===== config.mk =====
export PLATFORM = sky130hd
export DESIGN_NAME = mul42_tree
export DESIGN_NICKNAME = d
export VERILOG_FILES = /design/src/rtl/mul42_pkg.sv /design/src/rtl/mul42_fa.sv /design/src/rtl/mul42_cmp.sv /design/src/rtl/mul42_row.sv /design/src/rtl/mul42_pp.sv /design/src/rtl/mul42_tree.sv
export SDC_FILE = /design/constraint.sdc
export NUM_CORES = 1
export LEC_CHECK = 0
export CAP_MARGIN = 20
export CORE_AREA = 2 2 65 67
export CTS_CLUSTER_SIZE = 10
export DETAILED_ROUTE_END_ITERATION = 16
export DIE_AREA = 0 0 67 69
export GPL_ROUTABILITY_DRIVEN = 0
export GPL_TIMING_DRIVEN = 0
export HOLD_SLACK_MARGIN = 0.08
export PLACE_DENSITY = 0.9
export SYNTH_ARGS = -nofsm -noshare
export SYNTH_HDL_FRONTEND = slang
export SYNTH_SLANG_ARGS = --single-unit

===== constraint.sdc =====
create_clock -name clk -period 9.7 [get_ports clk]
set_clock_uncertainty 0.15 [all_clocks]
set_input_delay 0.97 -clock clk [delete_from_list [all_inputs] [get_ports clk]]
set_output_delay 0.97 -clock clk [all_outputs]
set_load 0.01 [all_outputs]

===== src/rtl/mul42_pkg.sv =====
package mul42_pkg;
    // Partial-product rows consumed by one compressor row.
    localparam int CELL_IN = 4;

    // Number of compressor rows on the first reduction level.
    function automatic int group_count(input int width);
        return width / CELL_IN;
    endfunction
endpackage


===== src/rtl/mul42_fa.sv =====
module mul42_fa (
    input  logic i0,
    input  logic i1,
    input  logic i2,
    output logic s,
    output logic co
);
    always_comb begin
        s  = i0 ^ i1 ^ i2;
        co = (i0 & i1) | (i0 & i2) | (i1 & i2);
    end
endmodule


===== src/rtl/mul42_cmp.sv =====
// One 4:2 compressor: two chained full adders. The lateral carry (cout)
// comes from the first adder only, so it never depends on cin.
module mul42_cmp (
    input  logic [3:0] x,
    input  logic       cin,
    output logic       sum,
    output logic       carry,
    output logic       cout
);
    logic mid;

    mul42_fa u_upper (
        .i0(x[0]),
        .i1(x[1]),
        .i2(x[2]),
        .s (mid),
        .co(cout)
    );

    mul42_fa u_lower (
        .i0(mid),
        .i1(x[3]),
        .i2(cin),
        .s (sum),
        .co(carry)
    );
endmodule


===== src/rtl/mul42_row.sv =====
// A full-width row of 4:2 compressors. The lateral carries chain from column i
// to column i+1, and the bottom column receives zero. The upward carries leave
// pre-shifted by one place. The two bits that fall off the top are zero
// whenever the four inputs sum to less than 2**W.
module mul42_row #(
    parameter int W = 16
) (
    input  logic [W-1:0] r0,
    input  logic [W-1:0] r1,
    input  logic [W-1:0] r2,
    input  logic [W-1:0] r3,
    output logic [W-1:0] s,
    output logic [W-1:0] c,
    output logic [1:0]   spill_unused
);
    logic [W:0]   lat;
    logic [W-1:0] up;

    assign lat[0] = 1'b0;

    for (genvar i = 0; i < W; i++) begin : g_col
        mul42_cmp u_cell (
            .x    ({r3[i], r2[i], r1[i], r0[i]}),
            .cin  (lat[i]),
            .sum  (s[i]),
            .carry(up[i]),
            .cout (lat[i+1])
        );
    end

    assign c            = {up[W-2:0], 1'b0};
    assign spill_unused = {lat[W], up[W-1]};
endmodule


===== src/rtl/mul42_pp.sv =====
// AND-array partial products, each row already shifted to its weight.
module mul42_pp #(
    parameter int N = 8
) (
    input  logic [N-1:0]          a,
    input  logic [N-1:0]          b,
    output logic [N-1:0][2*N-1:0] rows
);
    for (genvar j = 0; j < N; j++) begin : g_row
        assign rows[j] = {{N{1'b0}}, a & {N{b[j]}}} << j;
    end
endmodule


===== src/rtl/mul42_tree.sv =====
module mul42_tree
    import mul42_pkg::*;
#(
    parameter int N       = 8,
    parameter bit OUT_REG = 1'b1
) (
    input  logic           clk,
    input  logic           rst_n,
    input  logic [N-1:0]   a,
    input  logic [N-1:0]   b,
    output logic [2*N-1:0] p
);
    localparam int W = 2 * N;
    localparam int G = group_count(N);

    logic [N-1:0][W-1:0] rows;
    logic [G-1:0][W-1:0] l1_s;
    logic [G-1:0][W-1:0] l1_c;
    logic [G-1:0][1:0]   l1_spill_unused;
    logic [W-1:0]        fin_s;
    logic [W-1:0]        fin_c;
    logic [W-1:0]        prod_c;

    mul42_pp #(.N(N)) u_pp (
        .a   (a),
        .b   (b),
        .rows(rows)
    );

    // First level: each group of four rows goes to one compressor row.
    for (genvar g = 0; g < G; g++) begin : g_l1
        mul42_row #(.W(W)) u_row (
            .r0          (rows[CELL_IN*g]),
            .r1          (rows[CELL_IN*g+1]),
            .r2          (rows[CELL_IN*g+2]),
            .r3          (rows[CELL_IN*g+3]),
            .s           (l1_s[g]),
            .c           (l1_c[g]),
            .spill_unused(l1_spill_unused[g])
        );
    end

    // Second level only when the first level leaves four vectors.
    if (G == 2) begin : g_l2
        logic [1:0] l2_spill_unused;
        mul42_row #(.W(W)) u_row (
            .r0          (l1_s[0]),
            .r1          (l1_c[0]),
            .r2          (l1_s[1]),
            .r3          (l1_c[1]),
            .s           (fin_s),
            .c           (fin_c),
            .spill_unused(l2_spill_unused)
        );
    end else begin : g_l1_only
        assign fin_s = l1_s[0];
        assign fin_c = l1_c[0];
    end

    // Final carry-propagate adder.
    assign prod_c = fin_s + fin_c;

    if (OUT_REG) begin : g_reg
        always_ff @(posedge clk) begin
            if (!rst_n) p <= '0;
            else        p <= prod_c;
        end
    end else begin : g_comb
        assign p = prod_c;
    end
endmodule


==> reports/metrics.csv, run 1 <==
stage;metric;value;unit
min_path;hold depth;2;
detailed_routing;ANT nets after route;0;
setup_path;Worst path slowest cell;clkdlybuf4s50_1;
sta;Fmax;0.188;GHz
finish;Filler Cell Count;326;
setup_path;Startpoint Class;input port;
finish;antenna cells;0;
finish;Reg area;320;um2
global_route;largest net degree at the start of global routing;11;
pwr;VDD IR max;0.0000905;V
detailed_routing;# DRC;0;
clock_tree;Post-CTS Setup Inserts;0;
detailed_routing;routed wire length;4290;um
setup_path;Req. time, crit path;9.69;ns
clock_tree;clock buffer count from CTS;3;
detailed_routing;DR WL/cell;13.3;um
global_route;number of global-route vias before repair;1802;
yosys;gate count of the mapped netlist;236;
pwr;leakage power total;1.28;nW
yosys;Cell Area, Synth;0.00225;mm2
sta;Setup TNS;0;ns
yosys;Yosys cell types;30;
sta;Max-slew headroom;0.777;
global_route;Remaining Overflow, GRT;0;
floorplanning;total core area;0.00391;mm2
yosys;sequential area share after synthesis;0.142;
setup_path;worst path cell trace;clkdlybuf4s50_1, nand2_1, fa_1, inv_1, fa_1, fa_1, inv_1, fa_1, inv_1, ha_1, o21ai_0, o21bai_2, a221oi_2, xnor2_1, and2_1;
yosys;syn_nets;316;
setup_path;CP arrival;5.32;ns
clock_tree;cts repair resizes;0;
finish;Final Net Count;354;
finish;Top reg by flops;p;
sta;Fin. Hold Viols;0;
yosys;Avg Inst Size Synth;9.53;um2
global_route;initial antenna violation count;0;
finish;layout overhead on the synthesized area;19.9;%
finish;area of the multi-input gates;0.00178;mm2
global_route;first-pass GRT wire length;7940;um
placement;port bufs;33;
floorplanning;Initial Utilization;0.574;
min_path;Hold WC Path Type;input port to flop;
yosys;Synth Register Bits;16;
floorplanning;Die Ht;69;um
floorplanning;Chip Width;67;um
sta;Final Cycle Share;0.549;
floorplanning;row cnt;23;
global_route;total track usage;0.217;
sta;setup violators final;0;
setup_path;CP most frequent cell;fa_1;
placement;hpwl dp;3660;um
pwr;Pwr Total;0.492;mW
pwr;P per Cell Area;183;mW/mm2
setup_path;slowest stage delay, CP;0.62;ns
clock_tree;H-tree depth;1;
clock_tree;Reg clk slew, reported paths;0.06;ns
detailed_routing;DR pass1 iterations;4;
detailed_routing;DR vias/cell;5.16;
finish;share of cells above drive strength 1;0.0330;
sta;RSZ-0062 raised after global routing;no;
setup_path;crit path kind;input port to flop;
floorplanning;num ports;34;
outcome;outcome;finished, final reports clean;
clock_tree;buffer depth of the longest clock path;2;
clock_tree;hold-fix buffers at CTS;0;
finish;number of flip-flops in the largest register;16;
setup_path;Crit Path Max Fanout;8;
clock_tree;clk sinks;16;
sta;Final Critical Period;5.33;ns
sta;Worst-Margin Slew;0.333;ns
detailed_routing;via count;1668;
finish;largest registers;p x16;
clock_tree;root buffer selected by CTS;clkbuf_8;
detailed_routing;initial drt markers;69;
run;max_cap viols;0;
yosys;yosys warns;0;
clock_tree;CTS tree;built;
sta;final count of pins violating max slew;0;
floorplanning;DIE AREA;0.00462;mm2
setup_path;Crit. End Element;flop;
==> cells in the final DEF, fill, tap and decap left out, drive strengths merged <==
master / Yosys / routed
o211ai: 1 / 1
nor2b: 3 / 3
and3b: 1 / 1
xnor2: 3 / 3
o22ai: 1 / 1
a21o: 1 / 1
mux2i: 2 / 2
inv: 39 / 39
a21oi: 4 / 4
o21ai: 6 / 6
ha: 23 / 23
a221oi: 1 / 1
o21a: 3 / 3
nor2: 1 / 1
clkdlybuf4s50: 0 / 33
a31oi: 2 / 2
fa: 39 / 39
a211oi: 2 / 2
clkbuf: 1 / 5
dfxtp: 16 / 16
nand2: 26 / 26
xor2: 1 / 1
o21bai: 1 / 1
nor3b: 1 / 1
nand2b: 3 / 3
and3: 3 / 3
and2: 50 / 50
nor3: 2 / 2
==> through the flow <==
step / area [um2] / setup slack [ns] / std cells / util / hold WS (ns)
floorplan: 2250 / 5.07 / 236 / - / 0.948
global placement: 2640 / 4.27 / 319 / 0.675 / 1.55
detailed placement: 2640 / 4.14 / 319 / 0.675 / 1.55
CTS: 2700 / 4.37 / 323 / 0.689 / 1.36
global route: 2700 / 4.19 / 323 / 0.689 / 1.40
finish: 2700 / 4.37 / 323 / 0.689 / 1.35
==> final timing paths <==
| path | startpoint | end |
|---|---|---|
| setup / recovery | b[0] | p[14]$_SDFF_PN0_ |
| hold / removal | a[0] | p[0]$_SDFF_PN0_ |
==> kinds of logic after synthesis <==
group	count (synthesis)	synth area share
AND/OR/NAND/NOR	90	0.221
adder cells (fa/ha/maj)	62	0.475
buffers and inverters	40	0.0668
AO/OA/AOI/OAI	22	0.0701
flip-flops	16	0.142
XOR/XNOR	4	0.0156
multiplexers	2	0.00890
==> worst max-delay path, delay by kind of cell <==
family	cells	cell delay [ns]
adders and majority gates	5	2.46
buffers and inverters	4	0.78
AOI/OAI and AO/OA	3	0.72
and+or+nand+nor	2	0.28
xor gates and xnor gates	1	0.10
==> metal layers <==
metal  up-vias  global-route usage  share of wire
met3         5              0.0114          0.028
met2        40               0.382           0.53
li1        811                   -              -
met5         -                   0              0
met4         0              0.0544         0.0098
met1       812               0.287           0.43
==> cell usage after synthesis <==
library cell | instances | area [um2]
o21bai_2 | 1 | 11.3
ha_1 | 23 | 288
fa_1 | 39 | 781
a211oi_2 | 1 | 12.5
a21o_2 | 1 | 8.76
o21ai_0 | 4 | 20.0
a21oi_2 | 1 | 8.76
mux2i_1 | 2 | 20.0
o21ai_1 | 2 | 10.0
nand2_1 | 26 | 97.6
clkbuf_1 | 1 | 3.75
a21oi_1 | 3 | 15.0
xor2_1 | 1 | 8.76
nor3b_1 | 1 | 7.51
nor2b_1 | 3 | 18.8
and2_1 | 50 | 313
and3_1 | 3 | 18.8
nor2_1 | 1 | 3.75
inv_1 | 39 | 146
xnor2_1 | 3 | 26.3
a31oi_1 | 2 | 12.5
dfxtp_1 | 16 | 320
nor3_1 | 2 | 10.0
o22ai_1 | 1 | 6.26
nand2b_1 | 3 | 18.8
o211ai_1 | 1 | 7.51
o21a_1 | 3 | 22.5
and3b_1 | 1 | 8.76
a211oi_1 | 1 | 7.51
a221oi_2 | 1 | 15.0
==> area by class of cell <==
type / count / share of cell area
Clock buffer: 4 / 0.0204
Inverter: 39 / 0.0543
Buffer: 1 / 0.00139
Multi-Input combinational cell: 180 / 0.659
Sequential cell: 16 / 0.119
Timing Repair Buffer: 33 / 0.123
Tap cell: 50 / 0.0232
==> where the power goes <==
group / switching (mW) / internal, mW
logic: 0.176 / 0.169
registers: 0.00407 / 0.0864
clock network: 0.0209 / 0.0360
(Power assumes the default switching activity.)
==> inputs of run 2 (changes only) <==
--- a/config.mk
+++ b/config.mk
@@ -6,14 +6,14 @@
 export NUM_CORES = 1
 export LEC_CHECK = 0
 export CAP_MARGIN = 20
-export CORE_AREA = 2 2 65 67
+export CORE_AREA = 2 2 71 73
 export CTS_CLUSTER_SIZE = 10
 export DETAILED_ROUTE_END_ITERATION = 16
-export DIE_AREA = 0 0 67 69
+export DIE_AREA = 0 0 73 75
 export GPL_ROUTABILITY_DRIVEN = 0
 export GPL_TIMING_DRIVEN = 0
 export HOLD_SLACK_MARGIN = 0.08
-export PLACE_DENSITY = 0.9
+export PLACE_DENSITY = 0.81
 export SYNTH_ARGS = -nofsm -noshare
 export SYNTH_HDL_FRONTEND = slang
 export SYNTH_SLANG_ARGS = --single-unit
==> constraint.sdc (replaced) <==
create_clock -name clk -period 4.8 [get_ports clk]
set_clock_uncertainty 0.15 [all_clocks]
set_input_delay 0.48 -clock clk [delete_from_list [all_inputs] [get_ports clk]]
set_output_delay 0.48 -clock clk [all_outputs]
set_load 0.01 [all_outputs]
==> run 2 against run 1 <==
Against the previous run:
- die area grew 18%
- non-clock buffer count is the same
- clock-buffer cell count shrank 1
- setup slack lost 4.1 ns
- combinational power grew 99%
- routed wire length shrank 4.0%
- via count shrank 2.9%
- sequential power grew 100%
- cell count grew 0.93%
- utilization shrank 11 points
- sequential share of layout area shrank 0.093 points
- largest cell class unchanged
==> reports/metrics.csv, run 2 (synthesis gave the netlist of run 1 again) <==
stage;metric;value;unit;change
global_route;Remaining Overflow, GRT;0;;unchanged
run;max_cap viols;0;;unchanged
outcome;outcome;finished, final reports clean;;
detailed_routing;# DRC;0;;unchanged
sta;Final Cycle Share;0.951;;
finish;area of the multi-input gates;0.00178;mm2;unchanged
finish;Final Net Count;354;;unchanged
finish;share of cells above drive strength 1;0.0294;;-0.00356
placement;setup slack at placement;-0.242;ns;-4.39 ns
sta;final count of pins violating max slew;0;;unchanged
placement;hpwl dp;3460;um;-5.3%
placement;Placed Cells;323;;+1.3%
setup_path;Worst path slowest cell;clkdlybuf4s50_1;;
detailed_routing;initial drt markers;61;;-12%
sta;Worst-Margin Slew;0.328;ns;-0.00502 ns
sta;Setup TNS;0;ns;unchanged
clock_tree;clk sinks;16;;unchanged
setup_path;CP arrival;4.55;ns;-0.77 ns
floorplanning;num ports;34;;unchanged
finish;Reg area;320;um2;unchanged
floorplanning;Die Ht;75;um;+8.7%
global_route;M1 GR Usage;0.221;;-0.0664
clock_tree;root buffer selected by CTS;clkbuf_8;;
detailed_routing;routed wire length;4120;um;-4.0%
finish;Top reg by flops;p;;
floorplanning;Chip Width;73;um;+9.0%
global_route;met2 Track Usage GR;0.300;;-0.0814
detailed_routing;DR pass1 iterations;4;;unchanged
setup_path;crit path kind;input port to flop;;
finish;antenna cells;0;;unchanged
global_route;total track usage;0.168;;-0.0486
setup_path;CP most frequent cell;fa_1;;
setup_path;worst path cell trace;clkdlybuf4s50_1, and2_1, fa_1, fa_1, fa_1, ha_1, ha_1, inv_1, fa_1, nor2b_1, nor3_1, o21ai_1, a31oi_1, mux2i_1;;
sta;setup violators final;0;;unchanged
global_route;GR peak layer;met2;;
setup_path;Req. time, crit path;4.78;ns;-4.91 ns
min_path;HP Start;b[0];;
floorplanning;row cnt;25;;+8.7%
floorplanning;total core area;0.00466;mm2;+19%
min_path;Hold WC Path Type;input port to flop;;
detailed_routing;ANT nets after route;0;;unchanged
setup_path;slowest stage delay, CP;0.61;ns;about the same
min_path;hold depth;2;;unchanged
placement;port bufs;33;;unchanged
sta;final worst-path setup slack;0.234;ns;-4.14 ns
detailed_routing;via count;1620;;-2.9%
pwr;VDD IR max;0.000146;V;+61%
clock_tree;Reg clk slew, reported paths;0.06;ns;about the same
clock_tree;Post-CTS Setup Inserts;0;;unchanged
global_route;initial antenna violation count;0;;unchanged
detailed_routing;DR vias/cell;4.97;;-3.8%
pwr;leakage power total;1.39;nW;+8.0%
clock_tree;buffer depth of the longest clock path;2;;unchanged
floorplanning;Initial Utilization;0.482;;-0.0921
sta;Fin. Hold Viols;0;;unchanged
clock_tree;H-tree depth;1;;unchanged
finish;Filler Cell Count;428;;+31%
clock_tree;hold-fix buffers at CTS;0;;unchanged
finish;largest registers;p x16;;
global_route;number of global-route vias before repair;1676;;-7.0%
clock_tree;clock buffer count from CTS;3;;unchanged
finish;number of flip-flops in the largest register;16;;unchanged
pwr;P per Cell Area;356;mW/mm2;+95%
global_route;largest net degree at the start of global routing;11;;unchanged
finish;most frequent cells in the layout;and2_1 (50), inv_1 (39), fa_1 (39);;
finish;most common cell after layout, fill and taps aside;and2_1;;
finish;fin cells;326;;+0.93%
clock_tree;CTS tree;built;;
pwr;Pwr Total;0.966;mW;+96%
global_route;first-pass GRT wire length;7290;um;-8.1%
finish;layout overhead on the synthesized area;20.9;%;
setup_path;Crit. End Element;flop;;
detailed_routing;DR WL/cell;12.6;um;-4.9%
sta;Final Critical Period;4.57;ns;
sta;RSZ-0062 raised after global routing;no;;
sta;Fmax;0.219;GHz;
setup_path;Startpoint Class;input port;;
floorplanning;DIE AREA;0.00548;mm2;+18%
global_route;GR Layer Usage met3;0.00937;;-0.00205
sta;Max-slew headroom;0.781;;+0.00336
setup_path;Crit Path Max Fanout;8;;unchanged
min_path;hold endpoint;p[0]$_SDFF_PN0_;;
## run 2: changes by cell type in the layout (fill, tap and decap cells not counted)
cell / before / now
clkbuf_8: 4 / 3
o21ai_1: 2 / 3
dlymetal6s2s_1: 0 / 12
o21ai_0: 4 / 3
clkdlybuf4s50_1: 33 / 21
## run 2: power by group
part	switching (mW)	internal, mW
registers	0.00752	0.174
logic	0.347	0.340
clock network	0.0412	0.0556
total	0.396	0.570
## run 2: worst max path at each step
stage	from	to	slack, ns	depth (start not counted)
global route	a[4]	p[15]$_SDFF_PN0_	0.03	14
finish	a[4]	p[15]$_SDFF_PN0_	0.23	14
global placement	b[0]	p[14]$_SDFF_PN0_	-0.16	15
detailed placement	a[7]	p[14]$_SDFF_PN0_	-0.24	15
CTS	a[7]	p[13]$_SDFF_PN0_	0.02	15
floorplan	b[0]	p[14]$_SDFF_PN0_	0.66	14
## run 2: area by class of cell
class                           count  share of cell area
Buffer                              1             0.00138
Clock buffer                        3              0.0152
Inverter                           39              0.0539
Multi-Input combinational cell    180               0.654
Sequential cell                    16               0.118
Tap cell                           54              0.0249
Timing Repair Buffer               33               0.133
## run 2: metal layers
layer,routed length [um],part of all wire,vias up
met5,0,0,-
met4,52,0.013,0
met3,161,0.039,5
met2,2030,0.49,39
met1,1870,0.45,770
li1,-,-,806
## run 2: what timing repair did
item                                    CTS  global route
endpoints found under the setup margin    1             6
resized for setup                         1            12
pin swaps                                 0             0
cloned                                    0             0
## run 2: critical path, delay by kind of cell
kind	cells	cell delay, ns
adder cells (fa/ha/maj)	6	2.37
buffers and inverters	2	0.68
AND/OR/NAND/NOR	3	0.49
AO/OA/AOI/OAI	2	0.40
multiplexers	1	0.13
## run 2: stage by stage
| step | area (um2) | hold slack [ns] | util |
|---|---|---|---|
| 3_5_place_dp | 2650 | 1.06 | 0.568 |
| 6_report | 2720 | 0.527 | 0.583 |
| 2_1_floorplan | 2250 | 0.458 | - |
| 5_1_grt | 2720 | 0.537 | 0.583 |
| 4_1_cts | 2690 | 0.894 | 0.577 |
| 3_3_place_gp | 2650 | 1.06 | 0.568 |
